### src/rtl/alu32.sv
module alu32 #(
  parameter int W = 32
) (
  input  logic [W-1:0] a_i,
  input  logic [W-1:0] b_i,
  input  logic         sub_i,
  input  logic [1:0]   lsel_i,
  input  logic         logic_mode_i,
  output logic [W-1:0] result_o,
  output logic         carry_o,
  output logic         ovf_o,
  output logic         zero_o
);

  localparam int MSB = W - 1;

  logic [W-1:0] bx, hs, hc, sc, sum, lres;
  logic [W:0]   c;

  assign bx   = b_i ^ {W{sub_i}};
  assign c[0] = sub_i;

  for (genvar i = 0; i < W; i++) begin : g_fa
    // first half adder
    assign hs[i]  = a_i[i] ^ bx[i];
    assign hc[i]  = a_i[i] & bx[i];
    // second half adder
    assign sum[i] = hs[i] ^ c[i];
    assign sc[i]  = hs[i] & c[i];
    assign c[i+1] = hc[i] | sc[i];
  end

  for (genvar i = 0; i < W; i++) begin : g_lu
    always_comb begin
      case (lsel_i)
        2'b00:   lres[i] = a_i[i] & b_i[i];
        2'b01:   lres[i] = a_i[i] | b_i[i];
        2'b10:   lres[i] = ~(a_i[i] | b_i[i]);
        default: lres[i] = a_i[i] ^ b_i[i];
      endcase
    end
  end

  assign result_o = logic_mode_i ? lres : sum;
  assign carry_o  = ~logic_mode_i & c[W];
  assign ovf_o    = ~logic_mode_i & (c[W] ^ c[MSB]);
  assign zero_o   = ~|result_o;

  logic [W:0] chk_sum;
  assign chk_sum = {1'b0, a_i} + {1'b0, bx} + {{W{1'b0}}, sub_i};

  always_comb begin
    if (!logic_mode_i) begin

      arith_sum_chk: assert ({carry_o, result_o} == chk_sum);

      signed_ovf_chk: assert (ovf_o == ((a_i[MSB] == bx[MSB]) && (result_o[MSB] != a_i[MSB])));
    end else begin

      logic_flags_chk: assert (!carry_o && !ovf_o);

      if (lsel_i == 2'b10)
        nor_disjoint_chk: assert (((result_o & (a_i | b_i)) == '0) && ((result_o | a_i | b_i) == '1));

      if (lsel_i == 2'b11)
        xor_inverse_chk: assert ((result_o ^ a_i) == b_i);
    end

    zero_flag_chk: assert (!zero_o || (logic_mode_i ? (lsel_i != 2'b10 || (a_i | b_i) == '1) : 1'b1));
  end

endmodule

### config.mk
export PLATFORM = sky130hd
export DESIGN_NAME = alu32
export DESIGN_NICKNAME = d
export VERILOG_FILES = /design/src/rtl/alu32.sv
export SDC_FILE = /design/constraint.sdc
export NUM_CORES = 1
export LEC_CHECK = 0
export BUFFER_PORTS_ARGS = -buffer_cell sky130_fd_sc_hd__buf_2
export CAP_MARGIN = 20
export CORE_MARGIN = 3
export CORE_UTILIZATION = 28
export DETAILED_ROUTE_END_ITERATION = 6
export GPL_TIMING_DRIVEN = 1
export PLACE_DENSITY = 0.53
export SLEW_MARGIN = 20
export SYNTH_ARGS = -nofsm -noshare
export SYNTH_HDL_FRONTEND = slang
export SYNTH_SLANG_ARGS = --single-unit
### constraint.sdc
create_clock -name vclk -period 20.6
set_input_delay 4.12 -clock vclk [all_inputs]
set_output_delay 4.12 -clock vclk [all_outputs]
set_load 0.05 [all_outputs]
==> run summary <==
Layout
• total non-filler cell area in the finished layout: 0.00426 mm²
• clock tree buffer count of the final layout: 0
• sequential cell area in the final layout: 0 µm²
• antenna cell count: 0
• fill cell total of the finished layout: 1298
• count of flip-flops and latches: 0
• share of layout cells above drive strength 1: 0.313
• area taken by multi-input logic gates: 0.00323 mm²
• count of nets after finishing: 676
• Area Overhead vs Synth: 21.0%
• fin cells: 679
• Layout Utilization: 0.350

Global routing
• pin count of the biggest net entering global routing: 100
• global-route wire length before repair: 17.5 mm
• Overflow after GRT: 0
• number of antenna violations at the first check in global routing: 0
• via count of the first global-routing pass: 3443
• global routing usage on met1: 0.199
• global routing met2 resource utilization: 0.278
• met3 GRT Util: 0.0115
• layer with the highest usage after global routing: met2
• GRT Resource Usage Total: 0.151

Floorplanning
• Total Die Area: 0.0140 mm²
• top-level I/O count: 103
• Floorplan Core Area: 0.0122 mm²
• number of cell rows: 40
• Initial Util: 0.290
• die height: 118 µm
• die width: 118 µm

Placement
• number of instances in the placed design: 679
• Placed Instance Area: 0.00424 mm²
• final estimated routing congestion in global placement: 0.864
• Port-buffer cells: 103
• HPWL after detailed placement: 9.29 mm
• pre-CTS setup slack: -0.254 ns

Run status
• failing checks: negative setup slack
• outcome: finished with violations

Timing
• RSZ-0062 raised after global routing: true
• shortest clock period the worst path allows after layout: 20.64 ns
• post-layout worst setup margin: -0.0390 ns
• final critical-path share of the clock period: 1.00
• normalized max-slew margin: 0.301
• achievable frequency: 48.5 MHz
• Final Slew Violations: 0
• final-report hold violation count: 0
• transition at the pin with the smallest max-transition slack: 1.05 ns
• number of setup violations in the final report: 1

Detailed routing
• via count: 3325
• wire length after detailed routing: 10.9 mm
• count of unresolved DRC violations after routing: 0
• Vias per Instance: 4.90
• WL/cell: 16.1 µm
• antenna-violating nets left: 0
• Pre-Repair DR Iteration Count: 4
• Initial DRC Count: 186

Pwr
• power per unit of standard cell area: 41.3 mW/mm²
• Max VDD drop: 0.0225 mV
• leakage: 2.03 nW
• Tot Pwr: 0.000176 W

Synthesis
• cells after synthesis: 426
• synthesized area: 0.00352 mm²
• most numerous cell in the Yosys netlist: sky130_fd_sc_hd__inv_1
• most used standard cells in the synthesized netlist: sky130_fd_sc_hd__inv_1, sky130_fd_sc_hd__ha_1, sky130_fd_sc_hd__nor2_1, sky130_fd_sc_hd__xnor2_1, sky130_fd_sc_hd__fa_1
• cell type contributing the most total cell area after synthesis: sky130_fd_sc_hd__ha_1
• leading cell types by total area after synthesis: sky130_fd_sc_hd__ha_1, sky130_fd_sc_hd__fa_1, sky130_fd_sc_hd__xnor2_1
• Post-Synthesis Net Count: 589
• sequential cell area fraction in the yosys report: 0
• share of the synthesized area in the top cell type: 0.227
• count of warnings emitted by yosys: 0
• mean area per synthesized cell: 8.27 µm²
• synth unique cells: 43

Setup path
• cell seen most often among critical-path stages: sky130_fd_sc_hd__fa_2
• delay of the slowest cell on the worst path: 0.50 ns
• Crit path arrival time: 16.52 ns
• largest fanout on the critical path: 4
• critical path class: in -> out
• capturing element type of the critical path: output pin
• Setup crit start: sub_i
• highest-delay cell along the critical path: sky130_fd_sc_hd__fa_1
• Worst Path Required: 16.48 ns
• CP Launch Type: input port

Hold path
• hold endpoint: result_o[0]
• hold crit path type: in -> out
• beginning of the worst hold path: a_i[0]
• number of instances on the worst hold path: 6

Flow run
• number of max-cap violations: 0

Clock network
• Post-CTS Setup Repair Bufs: 0

-- cell families (layout without fill, tap and decap cells) --
group                    count (synthesis)  in the layout  synth area share
adder cells (fa/ha/maj)                 95             95             0.404
buffers and inverters                   91            176             0.112
AO/OA/AOI/OAI                           88             88             0.177
AND/OR/NAND/NOR                         85             85             0.118
multiplexers                            34             34             0.108
XOR/XNOR                                33             33            0.0821
-- how the worst max path moves through the flow --
stage | slack (ns) | endpoint
2_1_floorplan | 0.04 | zero_o
3_3_place_gp | -0.09 | zero_o
3_5_place_dp | -0.25 | zero_o
4_1_cts | -0.13 | zero_o
5_1_grt | -0.34 | zero_o
6_report | -0.04 | zero_o
-- layer usage --
metal	vias up	wire (µm)
met5	-	0
met2	103	5500
met3	12	520
met1	1579	4760
li1	1631	-
met4	0	154
-- area by class of cell --
class	count	area share
inverter	66	0.0581
timing repair buffer	110	0.135
multi-input combinational	335	0.758
tap	168	0.0493
-- critical path: cells and delay by family --
kind | cells | cell delay, ns
xor+xnor | 1 | 0.15
buf+inv | 2 | 0.35
fa+ha+maj | 31 | 11.12
simple gates | 1 | 0.17
compound gates | 3 | 0.58
-- report_power, final --
part	switching, W	leakage [nW]	internal [W]
Combinational	0.000116	2.03	0.0000601
Sequential	0	0	0
Clock	0	0	0
Total	0.000116	2.03	0.0000601
-- cell usage in the layout, fill, tap and decap left out, drive strengths merged, types with 5 or more instances in the layout --
cell type  count
xnor2         32
o32ai         19
fa            31
mux2          23
inv           66
nand4          7
a221oi         5
nand2          6
o21ai          6
a21oi         25
nor2          43
and2          16
mux2i         11
ha            64
a211oi        13
buf          110
o22ai          7
nor2b          6
-- repair_timing --
action,in CTS,in global routing
gates resized for setup,3,1
setup endpoints to repair,1,1
pin swaps,0,0
hold buffers,0,0
-- metrics by stage --
step                      setup TNS (ns)  hold WS (ns)
final                            -0.0390          8.88
after detailed placement          -0.254          8.88
after global routing              -0.341          8.90
after global placement           -0.0928          8.86
after CTS                         -0.132          8.88
after floorplan                        0          8.57
Note: power is estimated with default switching activity, not from simulation.
